**src/rtl/uart_rb_pkg.sv**
```systemverilog
package uart_rb_pkg;
  localparam int DATA_W = 32;
  localparam int IRQ_W  = 11;
  localparam int NCFG   = 7;
  localparam int BIT_TXI = 5;
  localparam int BIT_RXI = 4;

  localparam logic [4:0] IDX_DATA = 5'd0;
  localparam logic [4:0] IDX_RSR  = 5'd1;
  localparam logic [4:0] IDX_FLAG = 5'd6;
  localparam logic [4:0] IDX_MSK  = 5'd14;
  localparam logic [4:0] IDX_RAW  = 5'd15;
  localparam logic [4:0] IDX_MIS  = 5'd16;
  localparam logic [4:0] IDX_ICL  = 5'd17;

  // Settings registers: slot k -> register index
  function automatic logic [4:0] cfg_index(input int k);
    case (k)
      0: return 5'd8;
      1: return 5'd9;
      2: return 5'd10;
      3: return 5'd11;
      4: return 5'd12;
      5: return 5'd13;
      default: return 5'd18;
    endcase
  endfunction

  function automatic int cfg_width(input int k);
    case (k)
      0: return 8;
      1: return 16;
      2: return 6;
      3: return 8;
      4: return 16;
      5: return 6;
      default: return 3;
    endcase
  endfunction

  function automatic logic [DATA_W-1:0] cfg_mask(input int k);
    return DATA_W'((64'd1 << cfg_width(k)) - 64'd1);
  endfunction

  function automatic logic [DATA_W-1:0] cfg_reset(input int k);
    case (k)
      4: return DATA_W'(32'h300);
      5: return DATA_W'(32'h12);
      default: return '0;
    endcase
  endfunction

  function automatic logic [7:0] id_byte(input logic [2:0] k);
    case (k)
      3'd0: return 8'h11;
      3'd1: return 8'h10;
      3'd2: return 8'h14;
      3'd3: return 8'h00;
      3'd4: return 8'h0D;
      3'd5: return 8'hF0;
      3'd6: return 8'h05;
      default: return 8'hB1;
    endcase
  endfunction
endpackage

```
**src/rtl/uart_rb_decode.sv**
```systemverilog
module uart_rb_decode #(
  parameter int ADDR_W = 12
) (
  input  logic [ADDR_W-1:0] addr,
  output logic              low_hit,
  output logic [4:0]        sel,
  output logic              id_hit,
  output logic [2:0]        id_k
);
  localparam int TOP_W = ADDR_W - 5;

  assign low_hit = (addr[ADDR_W-1:7] == '0);
  assign sel     = addr[6:2];
  assign id_hit  = (addr[ADDR_W-1:5] == {TOP_W{1'b1}});
  assign id_k    = addr[4:2];

  always_comb begin
    assert (!(low_hit && id_hit)) else $error("assert_window_apart_R11");
  end
endmodule

```
**src/rtl/uart_rb_field.sv**
```systemverilog
module uart_rb_field #(
  parameter int          W   = 32,
  parameter logic [W-1:0] MSK = '1,
  parameter logic [W-1:0] RST = '0
) (
  input  logic         clk,
  input  logic         rst,
  input  logic         we,
  input  logic [W-1:0] wdata,
  output logic [W-1:0] q
);
  always_ff @(posedge clk) begin
    if (rst)     q <= RST;
    else if (we) q <= wdata & MSK;
  end

  assert_hold_R2: assert property (@(posedge clk) disable iff (rst)
    !we |=> $stable(q));
endmodule

```
**src/rtl/uart_rb_irq.sv**
```systemverilog
module uart_rb_irq
  import uart_rb_pkg::*;
(
  input  logic             clk,
  input  logic             rst,
  input  logic             mask_we,
  input  logic [IRQ_W-1:0] mask_wdata,
  input  logic             clr_we,
  input  logic [IRQ_W-1:0] clr_wdata,
  input  logic             tx_set,
  input  logic             rx_set,
  input  logic             rx_clr,
  output logic [IRQ_W-1:0] raw,
  output logic [IRQ_W-1:0] mask,
  output logic             irq
);
  logic [IRQ_W-1:0] raw_nx;

  // clears first, then set events, so a set in the same cycle wins
  always_comb begin
    raw_nx = raw & ~(clr_we ? clr_wdata : '0);
    if (rx_clr) raw_nx[BIT_RXI] = 1'b0;
    if (tx_set) raw_nx[BIT_TXI] = 1'b1;
    if (rx_set) raw_nx[BIT_RXI] = 1'b1;
  end

  always_ff @(posedge clk) begin
    if (rst) begin
      raw  <= '0;
      mask <= '0;
    end else begin
      raw <= raw_nx;
      if (mask_we) mask <= mask_wdata;
    end
  end

  assign irq = |(raw & mask);

  assert_tx_set_R3: assert property (@(posedge clk) disable iff (rst)
    tx_set |=> raw[BIT_TXI]);
  assert_rx_set_R7: assert property (@(posedge clk) disable iff (rst)
    rx_set |=> raw[BIT_RXI]);
  assert_rx_drop_R7: assert property (@(posedge clk) disable iff (rst)
    (rx_clr && !rx_set) |=> !raw[BIT_RXI]);
  assert_clear_tx_R8: assert property (@(posedge clk) disable iff (rst)
    (clr_we && clr_wdata[BIT_TXI] && !tx_set) |=> !raw[BIT_TXI]);
  assert_mask_R9: assert property (@(posedge clk) disable iff (rst)
    mask_we |=> (mask == $past(mask_wdata)));
endmodule

```
**src/rtl/uart_regbank.sv**
```systemverilog
module uart_regbank
  import uart_rb_pkg::*;
#(
  parameter int ADDR_W = 12,
  parameter int RXW_W  = 12
) (
  input  logic              clk,
  input  logic              rst,
  input  logic [ADDR_W-1:0] bus_addr,
  input  logic              bus_wr,
  input  logic [31:0]       bus_wdata,
  input  logic              bus_rd,
  output logic [31:0]       bus_rdata,
  output logic              tx_push,
  output logic [7:0]        tx_byte,
  input  logic              txp_empty,
  input  logic              txp_full,
  output logic              rx_pop,
  input  logic [RXW_W-1:0]  rx_word,
  input  logic              rxf_empty,
  input  logic              rxf_full,
  input  logic              rxf_hit,
  input  logic              rxf_drop,
  output logic              irq
);
  localparam int RSR_W = RXW_W - 8;

  logic             low_hit, id_hit;
  logic [4:0]       sel;
  logic [2:0]       id_k;
  logic [3:0]       flags_q;
  logic [RSR_W-1:0] rsr_q;
  logic [IRQ_W-1:0] raw, mask;
  logic [NCFG-1:0][31:0] cfg_q;
  logic [31:0]      rd_mux;

  // named access events
  logic wr_low, data_wr, data_rd, rsr_wr, mask_wr, clr_wr;
  assign wr_low  = bus_wr && low_hit;
  assign data_wr = wr_low && (sel == IDX_DATA);
  assign data_rd = bus_rd && low_hit && (sel == IDX_DATA);
  assign rsr_wr  = wr_low && (sel == IDX_RSR);
  assign mask_wr = wr_low && (sel == IDX_MSK);
  assign clr_wr  = wr_low && (sel == IDX_ICL);

  uart_rb_decode #(.ADDR_W(ADDR_W)) u_dec (
    .addr(bus_addr), .low_hit(low_hit), .sel(sel),
    .id_hit(id_hit), .id_k(id_k)
  );

  generate
    for (genvar k = 0; k < NCFG; k++) begin : g_cfg
      uart_rb_field #(.W(32), .MSK(cfg_mask(k)), .RST(cfg_reset(k))) u_fld (
        .clk(clk), .rst(rst),
        .we(wr_low && (sel == cfg_index(k))),
        .wdata(bus_wdata), .q(cfg_q[k])
      );
    end
  endgenerate

  uart_rb_irq u_irq (
    .clk(clk), .rst(rst),
    .mask_we(mask_wr), .mask_wdata(bus_wdata[IRQ_W-1:0]),
    .clr_we(clr_wr), .clr_wdata(bus_wdata[IRQ_W-1:0]),
    .tx_set(data_wr), .rx_set(rxf_hit), .rx_clr(rxf_drop),
    .raw(raw), .mask(mask), .irq(irq)
  );

  assign tx_push = data_wr;
  assign tx_byte = bus_wdata[7:0];
  assign rx_pop  = data_rd;

  always_ff @(posedge clk) begin
    if (rst) begin
      flags_q <= 4'b1001;
      rsr_q   <= '0;
    end else begin
      flags_q <= {txp_empty, rxf_full, txp_full, rxf_empty};
      if (rsr_wr)       rsr_q <= '0;
      else if (data_rd) rsr_q <= rx_word[RXW_W-1:8];
    end
  end

  always_comb begin
    rd_mux = '0;
    if (id_hit) begin
      rd_mux = {24'b0, id_byte(id_k)};
    end else if (low_hit) begin
      case (sel)
        IDX_DATA: rd_mux = 32'(rx_word);
        IDX_RSR:  rd_mux = 32'(rsr_q);
        IDX_FLAG: rd_mux = {24'b0, flags_q, 4'b0};
        IDX_MSK:  rd_mux = 32'(mask);
        IDX_RAW:  rd_mux = 32'(raw);
        IDX_MIS:  rd_mux = 32'(raw & mask);
        default: begin
          for (int k = 0; k < NCFG; k++)
            if (sel == cfg_index(k)) rd_mux = cfg_q[k];
        end
      endcase
    end
  end

  always_ff @(posedge clk) begin
    if (rst)         bus_rdata <= '0;
    else if (bus_rd) bus_rdata <= rd_mux;
  end

  assert_rsr_clear_R5: assert property (@(posedge clk) disable iff (rst)
    rsr_wr |=> (rsr_q == '0));
  assert_pop_data_R4: assert property (@(posedge clk) disable iff (rst)
    rx_pop |=> (bus_rdata == 32'($past(rx_word))));
  assert_unmapped_zero_R12: assert property (@(posedge clk) disable iff (rst)
    (bus_rd && !low_hit && !id_hit) |=> (bus_rdata == '0));
  assert_id_byte_R11: assert property (@(posedge clk) disable iff (rst)
    (bus_rd && id_hit) |=> (bus_rdata[31:8] == '0));
  assert_push_one_R3: assert property (@(posedge clk) disable iff (rst)
    tx_push |-> !rx_pop);
endmodule

```
**config.mk**
```make
export PLATFORM = sky130hd
export DESIGN_NAME = uart_regbank
export DESIGN_NICKNAME = d
export VERILOG_FILES = /design/src/rtl/uart_rb_pkg.sv /design/src/rtl/uart_rb_decode.sv /design/src/rtl/uart_rb_field.sv /design/src/rtl/uart_rb_irq.sv /design/src/rtl/uart_regbank.sv
export SDC_FILE = /design/constraint.sdc
export NUM_CORES = 1
export LEC_CHECK = 0
export BUFFER_PORTS_ARGS = -buffer_cell sky130_fd_sc_hd__buf_4
export CAP_MARGIN = 20
export CORE_MARGIN = 2
export CORE_UTILIZATION = 35
export CTS_BUF_LIST = sky130_fd_sc_hd__clkbuf_8
export DETAILED_ROUTE_END_ITERATION = 6
export GPL_TIMING_DRIVEN = 1
export PLACE_DENSITY = 0.61
export SETUP_SLACK_MARGIN = 0.15
export SLEW_MARGIN = 20
export SYNTH_ARGS = -nofsm -noshare
export SYNTH_HDL_FRONTEND = slang
export SYNTH_SLANG_ARGS = --single-unit
```
**constraint.sdc**
```tcl
create_clock -name clk -period 1.94 [get_ports clk]
set_input_delay 0.388 -clock clk [delete_from_list [all_inputs] [get_ports clk]]
set_output_delay 0.388 -clock clk [all_outputs]
set_load 0.1 [all_outputs]
```
Yosys cells after proc, flatten, opt, wreduce, memory -nomap -nowiden
Index checks and enable logic that the tools add are counted.
- output and inout bits: 43
- input bits: 66
- word-level logic and storage cells: 99
- register bits after elaboration: 125
- reduce and logical (&&, ||, !) cells: 20
- muxes and demuxes: 36
- eq/ne operators: 27
- bitwise operators: 4
- operators with widths (cell ; count):
    2-to-1 mux 32 bit ; 8
    one-hot mux 32 bit (6 select lines) ; 1
    2-to-1 mux 5 bit ; 21
    one-hot mux 8 bit (7 select lines) ; 1
    equality test 5 x 4 -> 1 bit (second input constant) ; 8
    equality test 5 bit ; 7
    AND 11 bit ; 3
    equality test 5 bit (second input constant) ; 3
    logical AND 1 bit ; 14
    2-to-1 mux 11 bit ; 1
    inverter 11 bit ; 1
    OR reduction 11 bit ; 1
    logical NOT 5 bit ; 2
    equality test 3 bit (second input constant) ; 3
    2-to-1 mux 8 bit ; 1
    equality test 7 bit (second input constant) ; 1
    equality test 3 x 2 -> 1 bit (second input constant) ; 2
    OR reduction 6 bit ; 1
    equality test 5 x 1 -> 1 bit (second input constant) ; 1
    equality test 5 x 3 -> 1 bit (second input constant) ; 1
    equality test 3 x 1 -> 1 bit (second input constant) ; 1
    logical NOT 3 bit ; 1
    2-to-1 mux 1 bit ; 3
    OR reduction 2 bit ; 1

Longest topological paths before layout
Gate-level depths: netlist of run 1.
- depth in word-level cells: 16
- mapped depth: 9

Modules after synthesis
Synthesis of run 1 repeated with hierarchy kept, for this count alone.
- cells, all modules: 976
- area total of the unflattened synthesis: 8602.0 µm²
- by module, submodules not included (module ; cells an instance ; area an instance (µm²) ; times used ; seq. area each (µm²)):
    uart_regbank ; 513 ; 4202.8 ; 1 ; 800.8
    uart_rb_field at g_cfg[0].u_fld ... ; 51 ; 469.2 ; 2 ; 160.2
    uart_rb_irq ; 79 ; 812.0 ; 1 ; 440.4
    uart_rb_field at g_cfg[4].u_fld ; 69 ; 706.9 ; 1 ; 320.3
    uart_rb_field at g_cfg[1].u_fld ; 69 ; 704.4 ; 1 ; 320.3
    uart_rb_field at g_cfg[5].u_fld ; 46 ; 415.4 ; 1 ; 120.1
    uart_rb_field at g_cfg[2].u_fld ; 46 ; 412.9 ; 1 ; 120.1
    uart_rb_field at g_cfg[6].u_fld ; 39 ; 322.8 ; 1 ; 60.1
    uart_rb_decode ; 13 ; 86.3 ; 1 ; 0.0

Worst setup path before layout of run 1
No wires, ideal clock.
- path type: input to register
- start point: in bus_addr[2]
- end point: reg u_irq.raw[5]
- buffers on the path: 2
- setup time: 0.091 ns
- setup slack: -0.295 ns
- required time: 1.849 ns
- stages: 8
- arrival: 2.144 ns
- path through: clkbuf_2 -> nor2_1 -> and2_1 -> buf_2 -> nand3_1 -> inv_1 -> nor2_1 -> a311oi_1
- elaborated cells between the ends (all ways): 8
- classes of those cells: eq/ne (1); mux (2); bitwise (2); reduce/logical (3)
- RTL lines (what ; line ; text):
    start: declaration ; uart_regbank.sv:9 ; input logic [ADDR_W-1:0] bus_addr,
    logical NOT 5 bit ; uart_regbank.sv:40 ; assign data_wr = wr_low && (sel == IDX_DATA);
    logical AND 1 bit ; uart_regbank.sv:40 ;
    via tx_push ; uart_regbank.sv:14 ; output logic tx_push,
    2-to-1 mux 1 bit ; uart_rb_irq.sv:23 ; if (tx_set) raw_nx[BIT_TXI] = 1'b1;
    end signal: assignment ; uart_rb_irq.sv:32 ; raw <= raw_nx;
    end: declaration ; uart_rb_irq.sv:13 ; output logic [IRQ_W-1:0] raw,
The timed path passes the listed nets, and every way through them passes these cells.
A chain may end at the register's enable or synchronous reset.

Final worst setup path of run 1
- start point: reg u_irq.raw[6]
- end point: out irq
- longest elaborated chain between the ends: 2
- ends and longest elaborated chain (what ; line ; text):
    AND 11 bit ; uart_rb_irq.sv:37 ; assign irq = |(raw & mask);
    OR reduction 11 bit ; uart_rb_irq.sv:37 ;
    end: declaration ; uart_regbank.sv:24 ; output logic irq
No other way between the ends.

==> impl_metrics.ini, run 1 <==
[cts]
cts_buffers = 9
htree_levels = 3
postCtsHoldBufs = 0
clk_pin_slew_ps = 110
root_buffer = clkbuf_8
clock_sinks = 109
cts.path.max_buffers = 2
worstSkewPairLatency_ps = 400
cts_tree = done

[critical_path]
cp.depth = 3
end_kind = primary output
path_cells = a222oi_1 -> nand3_2 -> buf_12
worstPathArrival_ps = 1510
cp.required_ps = 1550
critical-path-top-delay-family = compound AO/OA/AOI/OAI gates
r2r-end = bus_rdata[1]
startpoint = u_irq.raw[6]
critPathLaunchType = register
endpoint = irq
rr_worst_depth = 5
max_stage_delay_ps = 390
crit-reg2reg-launch = g_cfg[1].u_fld.q[1]
slowest_stage = a222oi_1
r2r_setup_slack_ps = 250
crit_fanout = 4
worstSetupPathType = reg2out
crit_buf_inv = 1

[sta]
timing.fmax_mhz = 526
rsz0062_at_grt = true
drv_slew = 0
finalCriticalPeriod_ps = 1900
finalSetupViolCount = 0
hold_violations = 0
finalWorstSetupSlack_ps = 40.1
finalClockSkew_ps = 13.5
period_share_pct = 97.9
tns_ps = 0
worst_pin_slew_ps = 558
max_slew_margin_pct = 62.5
holdWs_ps = 173

[power_and_ir_drop]
netSwitchingFraction_pct = 28.8
combinationalPowerShare_pct = 16.6
irDropWorstVdd_mv = 0.347
p_total_mw = 4.68
p_clk_share_pct = 35.3
pwr-share-seq_pct = 48.1
power_density_nw_per_um2 = 633
internal_power_mw = 3.33
p_leak_nw = 2.84
switchingPower_mw = 1.35

[synthesis]
yosysTopAreaCellShare_pct = 38.5
synth_top_flop_cell = dfxtp_1
ys_ff_latch = 109
yosysSeqAreaShare_pct = 38.5
synth.top_cells.by_area = dfxtp_1 38%, nand2_1 7.7%, a21oi_1 6.9%
synth_area_um2 = 5670
synth_cells = 687
yosys.area.top_type = dfxtp_1
ys_warn_count = 0
ys_types = 70
async_reset_ff_share_pct = 0
synth.avg_cell_area_um2 = 8.25
synth-edff-count = 0

[routing]
drtIter0Drc = 402
wl_mm = 18.3
drc = 0
first_pass_iters = 5
ant_nets = 0
routedWlPerCell_um = 17.7
viasPerCell = 5.26
vias = 5465

[finish]
nets = 883
drive_gt1_share_pct = 30.7
utilization_pct = 46.5
stdcell_area_um2 = 7390
antennaDiodeCount = 0
fin_cells = 1038
layout_common_cells = 168 x buf_4, 113 x nand2_1, 101 x dfxtp_1
syn_to_final_growth_pct = 30.3
final_common_cell = buf_4

[job]
cap_violations = 0

[die]
core_area_um2 = 15900
fp.dieH_um = 131
die_x_um = 131
ios = 109
initial_utilization_pct = 35.7
dieArea_um2 = 17200
row_count = 46

[grt]
grt_max_degree = 35
grt_pass1_vias = 5125
grt_use_total_pct = 21.5
grt_pass1_wl_mm = 28.8
antenna_found_initial = 0
overflow = 0

[place]
dpl_worst_slack_ps = -240
dp_hpwl_mm = 13.7
dp.cells = 1017
routabilityCongestion = 0.940
port_buffers = 74
post_dp_cell_area_um2 = 6990

[status]
status = complete, no violations

[min_path]
hold_class = in2reg
[synth_stat cells (all sizes together) (4+ instances only)]
master,number
nand2,116
dfxtp,109
a21oi,78
nor2,53
buf,50
mux2i,30
clkbuf,26
o21ai,23
nor3,17
nand3,16
nand2b,13
inv,11
nor2b,11
and3,10
a22oi,9
a32oi,6
nand3b,6
o21a,6
a21boi,5
a221oi,5
a211o,4
a22o,4
a31oi,4
mux2,4
nand4,4
o32ai,4
or2,4
or3,4
[power by group through the flow]
stage	logic (mW)	clock network (mW)	registers, mW
6_report	0.778	1.65	2.25
5_1_grt	0.815	1.76	2.25
4_1_cts	0.768	1.69	2.25
3_5_place_dp	0.763	0	2.30
3_3_place_gp	0.764	0	2.30
2_1_floorplan	0.486	0	2.33
[cells by family (layout without fill, tap and decap cells)]
logic type	after synthesis	in the layout	share of synthesized area (%)
other	1	16	0.0661
AOI/OAI and AO/OA	182	182	20.9
buffers and inverters	87	207	8.47
and+or+nand+nor	271	271	24.7
muxes	37	37	7.28
DFF	109	109	38.5
[layout make-up]
cell class                 count  area [um^2]
clock buffer                  12          165
clock inverter                 4         77.6
fill                        1627         8500
inverter                      11         45.0
multi-input combinational    506         3150
sequential                   109         2200
tap                          216          270
timing repair buffer         180         1480
[registers in the layout, summed over array words and instances (netlist names)]
register / flops
g_cfg.u_fld.q: 63
rsr_q: 4
flags_q: 4
bus_rdata: 16
u_irq.mask: 11
u_irq.raw: 11
[per-layer routing]
layer / up-vias / part of all wire (%) / GRT usage, %
met3: 23 / 6.3 / 4.71
met4: 0 / 2.1 / 7.31
li1: 2658 / - / -
met1: 2590 / 47 / 29.4
met2: 194 / 44 / 33.5
met5: - / 0 / 0
[what timing repair did]
item                       CTS  global route
setup buffers                3             2
resized for setup           19            16
pin swaps                    3             4
cloned                       0             0
setup endpoints to repair    3             5
[how the worst min path moves through the flow]
stage | startpoint | to | slack (ps) | cells after the start
after global placement | g_cfg[1].u_fld.q[1] | g_cfg[1].u_fld.q[1] | 430 | 2
after CTS | txp_empty | flags_q[3] | 150 | 2
final | txp_empty | flags_q[3] | 170 | 2
after global routing | bus_wdata[10] | u_irq.raw[10] | 160 | 2
after floorplan | g_cfg[1].u_fld.q[6] | g_cfg[1].u_fld.q[6] | 430 | 2
after detailed placement | g_cfg[1].u_fld.q[5] | g_cfg[1].u_fld.q[5] | 440 | 2
Power figures use the tool's default switching activity.
==> run 2: changes to the inputs <==
ABC_AREA = 1   (was default)
PLACE_DENSITY = 0.59   (was 0.61)
SYNTH_HIERARCHICAL = 1   (was default)
==> run 2 against run 1 <==
Effect of this change: design area grew 34%; clock power up 47%; sequential cell count increased by 16; non-clock buffer count fell by 14.
==> impl_metrics.ini, run 2 <==
[status]
status = complete, no violations

[sta]
holdWs_ps = 127
finalClockSkew_ps = 10.4
timing.fmax_mhz = 560
hold_violations = 0
worst_pin_slew_ps = 590
finalCriticalPeriod_ps = 1780
period_share_pct = 92.0
drv_slew = 0
rsz0062_at_grt = true
max_slew_margin_pct = 60.6
tns_ps = 0
finalSetupViolCount = 0

[critical_path]
crit_fanout = 4
r2r_setup_slack_ps = 630
path_cells = buf_6 -> or2_4 -> nor2_4 -> nand2_2 -> nor2_4 -> buf_12
cp.required_ps = 1550
slowest_stage = or2_4
worstPathArrival_ps = 1400
cpMostUsedCell = nor2_4
max_stage_delay_ps = 260
critPathLaunchType = input port
end_kind = primary output
crit_buf_inv = 2
critical-path-top-delay-family = simple AND/OR/NAND/NOR gates
worstSetupPathType = in2out

[finish]
stdcell_area_um2 = 9880
drive_gt1_share_pct = 17.5
largestRegisters = g_cfg.u_fld/q: 63 flops, bus_rdata: 32 flops
utilization_pct = 40.6
final_common_cell = nand2_1
top_register = g_cfg.u_fld/q
largest_reg_flops = 63
syn_to_final_growth_pct = 14.2
layout_common_cells = 463 x nand2_1, 184 x nor2_1, 161 x conb_1
nets = 1593
antennaDiodeCount = 0
n_fill_cell = 2648

[power_and_ir_drop]
power_density_nw_per_um2 = 583
p_leak_nw = 4.75
irDropWorstVdd_mv = 0.397
p_total_mw = 5.76

[synthesis]
synth_cells = 1420
synth.top_cells.by_count = 470 x nand2_1, 194 x nor2_1, 183 x buf_4
yosys.area.top_type = dfxtp_1
ys_types = 32
synth.top_cells.by_area = dfxtp_1 29%, nand2_1 20%, buf_4 16%
yosysTopAreaCellShare_pct = 28.9
synth_top_flop_cell = dfxtp_1
yosysSeqAreaShare_pct = 28.9
ys_ff_latch = 125
synth.avg_cell_area_um2 = 6.09
synth.most_common_cell = nand2_1
synth-edff-count = 0
ys_warn_count = 6
synth_area_um2 = 8650
async_reset_ff_share_pct = 0

[cts]
clock_sinks = 125
postCtsHoldBufs = 0
worstSkewPairLatency_ps = 450
root_buffer = clkbuf_8
cts_buffers = 17
clk_pin_slew_ps = 90
htree_levels = 4
cts.path.max_buffers = 2
cts_tree = done

[routing]
viasPerCell = 4.28
first_pass_iters = 6
wl_mm = 22.8
ant_nets = 0
routedWlPerCell_um = 12.2
drc = 0
drtIter0Drc = 614
vias = 7982

[place]
routabilityCongestion = 0.888
port_buffers = 90
post_dp_cell_area_um2 = 9350
dp_hpwl_mm = 16.8

[die]
core_area_um2 = 24300
die_x_um = 161
dieArea_um2 = 26000
fp.dieH_um = 161
ios = 109
initial_utilization_pct = 35.6
row_count = 57

[grt]
antenna_found_initial = 0
grt_pass1_wl_mm = 37.4
grt_use_total_pct = 18.1
overflow = 0
grt_pass1_vias = 7307
grt_max_degree = 41

[min_path]
hold_class = in2reg

[job]
cap_violations = 0
[run 2: repair_timing]
| action | 4_1_cts | 5_1_grt |
|---|---|---|
| pin swaps | 1 | 8 |
| resized for setup | 14 | 17 |
| gates cloned | 0 | 0 |
| setup buffers | 0 | 3 |
| hold endpoints to repair | 0 | 0 |
| endpoints found under the setup margin | 3 | 3 |
[run 2: area by class of cell]
cell class / count / area, um^2 / area share [%]
Clock inverter: 15 / 175 / 1.77
Clock buffer: 17 / 234 / 2.37
Tap cell: 324 / 405 / 4.10
Sequential cell: 125 / 2510 / 25.4
Inverter: 118 / 443 / 4.48
Multi-Input combinational cell: 1099 / 4730 / 47.9
Timing Repair Buffer: 166 / 1380 / 14.0
[run 2: final timing paths]
kind / from / end / cells past startpoint
max: bus_addr[9] / rx_pop / 6
min: rxf_empty / flags_q[0] / 2
max reg2reg: g_cfg[2].u_fld/q[5] / bus_rdata[5] / 7
min reg2reg: u_irq/raw[10] / u_irq/raw[10] / 2
[run 2: worst register-to-register path, cell delays in order, from the launching register on]
cell and delay, ps:
dfxtp_1 330, or2_2 290, nand2_1 70, nand2_1 50, nor2_1 160, nand3_1 140, nand2_1 110, a21oi_1 70
[run 2: where the power goes]
part           total (mW)  internal, mW  leakage, nW  switching [mW]
registers            2.58          2.58         1.01         0.00813
logic               0.747         0.242         3.53           0.505
clock network        2.42          1.19        0.210            1.24
[run 2: cell families after synthesis]
kind of cell | share of synthesized area (%)
compound gates | 8.42
buf+inv | 24.5
flops | 28.9
other cells | 0.304
simple gates | 37.9
[run 2: stage by stage]
stage | setup slack, ps | cells
2_1_floorplan | 94.5 | 1574
3_3_place_gp | -49.3 | 1829
3_5_place_dp | -66.0 | 1829
4_1_cts | 141 | 1861
5_1_grt | 115 | 1864
6_report | 155 | 1864
[run 2: per-layer routing]
metal / global-route usage [%] / share of wire [%]
met5: 0 / 0
met4: 4.75 / 1.2
met3: 3.03 / 5.0
met2: 28.9 / 45
met1: 25.3 / 49
==> run 3: changes to the inputs <==
ABC_AREA = default   (was 1)
==> run 3 against run 2 <==
Effect of this change: the run now ends with setup timing left; global-route usage grew 0.94 points; first-iteration DRC count shrank 26%; routed wire length is 7.5% higher; clock skew increased by 6.7 ps; non-clock buffer count increased by 44; maximum frequency decreased by 16%; largest cell class unchanged.
==> impl_metrics.ini, run 3 <==
[status]
status = finished, violations left
failed_checks = setup timing

[critical_path]
crit-reg2reg-launch = g_cfg[3].u_fld/q[5]
r2r-end = bus_rdata[5]
crit_buf_inv = 3
critical-path-top-delay-family = simple AND/OR/NAND/NOR gates
cp.required_ps = 1550
cp.depth = 7
worstPathArrival_ps = 1730
path_cells = buf_6 -> or4_4 -> nor2_4 -> buf_6 -> nand2_8 -> nor3_4 -> buf_12
rr_worst_depth = 6
crit_fanout = 4
max_stage_delay_ps = 540
slowest_stage = or4_4
worstSetupPathType = in2out
end_kind = primary output
critPathLaunchType = input port
endpoint = rx_pop
r2r_setup_slack_ps = 390
startpoint = bus_addr[8]
cpMostUsedCell = buf_6

[synthesis]
ys_warn_count = 6
synth_top_flop_cell = dfxtp_1
synth-simple-area-share_pct = 13.8
ys_types = 68
synth_compound_area_share_pct = 18.1
ys_ff_latch = 125
synth_fa_ha_area_share_pct = 0
synth-edff-count = 0
synth.most_common_cell = buf_4
async_reset_ff_share_pct = 0
synth.top_cells.by_area = dfxtp_1 29%, buf_4 16%, mux2i_1 11%
yosysSeqAreaShare_pct = 29.1
synth_top_family_by_area = buffers and inverters
yosys.area.top_type = dfxtp_1
synth.top_cells.by_count = 179 x buf_4, 125 x dfxtp_1, 122 x nor2_1
synth.avg_cell_area_um2 = 8.81
synth_cells = 976
synthMuxAreaShare_pct = 17.7
yosysTopAreaCellShare_pct = 29.1
synth_area_um2 = 8600
synthXorXnorAreaFrac_pct = 0

[sta]
finalSetupViolCount = 4
period_share_pct = 109
finalWorstSetupSlack_ps = -179
drv_slew = 0
rsz0062_at_grt = true
timing.fmax_mhz = 472
finalCriticalPeriod_ps = 2120
finalClockSkew_ps = 17.1
worst_pin_slew_ps = 600
max_slew_margin_pct = 60.0
hold_violations = 0
holdWs_ps = 109

[cts]
cts_tree = done
root_buffer = clkbuf_8
cts_buffers = 17
worstSkewPairLatency_ps = 460
cts.path.max_buffers = 2
clk_pin_slew_ps = 90
clock_sinks = 125
postCtsHoldBufs = 0
htree_levels = 4

[place]
routabilityCongestion = 0.888
port_buffers = 90
dp_hpwl_mm = 17.6
post_dp_cell_area_um2 = 9730

[job]
cap_violations = 0

[die]
fp.dieH_um = 161
dieArea_um2 = 25800
core_area_um2 = 24200
ios = 109
initial_utilization_pct = 35.5
die_x_um = 161
row_count = 57

[min_path]
hold_class = in2reg
hp-start = txp_empty

[power_and_ir_drop]
p_leak_nw = 4.30
irDropWorstVdd_mv = 0.383
p_total_mw = 6.14
power_density_nw_per_um2 = 581

[finish]
regArea_um2 = 2510
syn_to_final_growth_pct = 22.9
antennaDiodeCount = 0
multiInputGateArea_um2 = 5270
n_fill_cell = 2403
layout_common_cells = 176 x buf_4, 161 x conb_1, 120 x dfxtp_1
largest_reg_flops = 63
final_common_cell = buf_4
utilization_pct = 43.6
top_register = g_cfg.u_fld/q
largestRegisters = g_cfg.u_fld/q: 63 flops, bus_rdata: 32 flops
drive_gt1_share_pct = 30.1
stdcell_area_um2 = 10600
nets = 1181

[grt]
grt_max_degree = 88
grt_pass1_wl_mm = 38.3
grt_use_total_pct = 19.0
overflow = 0
antenna_found_initial = 0
grt_pass1_vias = 6878

[routing]
drtIter0Drc = 455
first_pass_iters = 5
drc = 0
vias = 7079
wl_mm = 24.5
routedWlPerCell_um = 16.9
ant_nets = 0
viasPerCell = 4.88
## run 3: cell count changes in the layout (fill, tap and decap cells not counted), moves of 21 or more
cell,delta
nand4_1,-25
mux2i_1,+98
mux4_2,+24
nand2_1,-418
buf_4,+22
a21oi_1,-54
nand3_1,-30
inv_1,-91
nor2_1,-74
a22oi_1,+21
## run 3: final cells by class
| cell class | count | share of cell area [%] |
|---|---|---|
| flip-flops and latches | 125 | 23.7 |
| repair buffers | 210 | 17.8 |
| well taps | 324 | 3.83 |
| clock buffers | 17 | 2.21 |
| inverters | 19 | 0.698 |
| clock inverters | 15 | 1.89 |
| multi-input cells | 742 | 49.8 |
## run 3: stage by stage
| stage | worst slack, ps | instances | setup TNS, ps |
|---|---|---|---|
| 6_report | -179 | 1452 | -434 |
| 5_1_grt | -209 | 1452 | -1220 |
| 4_1_cts | -232 | 1444 | -497 |
| 3_3_place_gp | -487 | 1406 | -36420 |
| 2_1_floorplan | -588 | 1130 | -12270 |
| 3_5_place_dp | -516 | 1406 | -39390 |
## run 3: what timing repair did
action / in CTS / in global routing
gates cloned: 0 / 1
buffers inserted: 6 / 7
gates resized for setup: 25 / 43
setup endpoints to repair: 50 / 68
pin swaps: 10 / 19
## run 3: report_power, final
part / internal, mW / switching, mW
sequential: 2.57 / 0.00679
combinational: 0.399 / 0.577
clock: 1.32 / 1.26
## run 3: worst min-delay path by stage
| stage | endpoint | slack [ps] | cells past startpoint |
|---|---|---|---|
| finish | flags_q[3] | 110 | 2 |
| global route | flags_q[3] | 80 | 2 |
| CTS | flags_q[3] | 80 | 2 |
| detailed placement | u_irq/raw[0] | 460 | 2 |
| global placement | bus_rdata[30] | 450 | 1 |
| floorplan | u_irq/raw[2] | 430 | 2 |
## run 3: routing by layer
metal	track usage [%]	wire (um)	vias up
met3	3.10	957	34
li1	-	-	3471
met4	7.22	631	0
met1	25.2	11400	3438
met2	31.2	11500	136
met5	0	0	-
## run 3: kinds of logic after synthesis
group                  after synthesis
AO/OA/AOI/OAI                      209
buffers and inverters              263
flip-flops                         125
multiplexers                       122
other                                7
AND/OR/NAND/NOR                    250
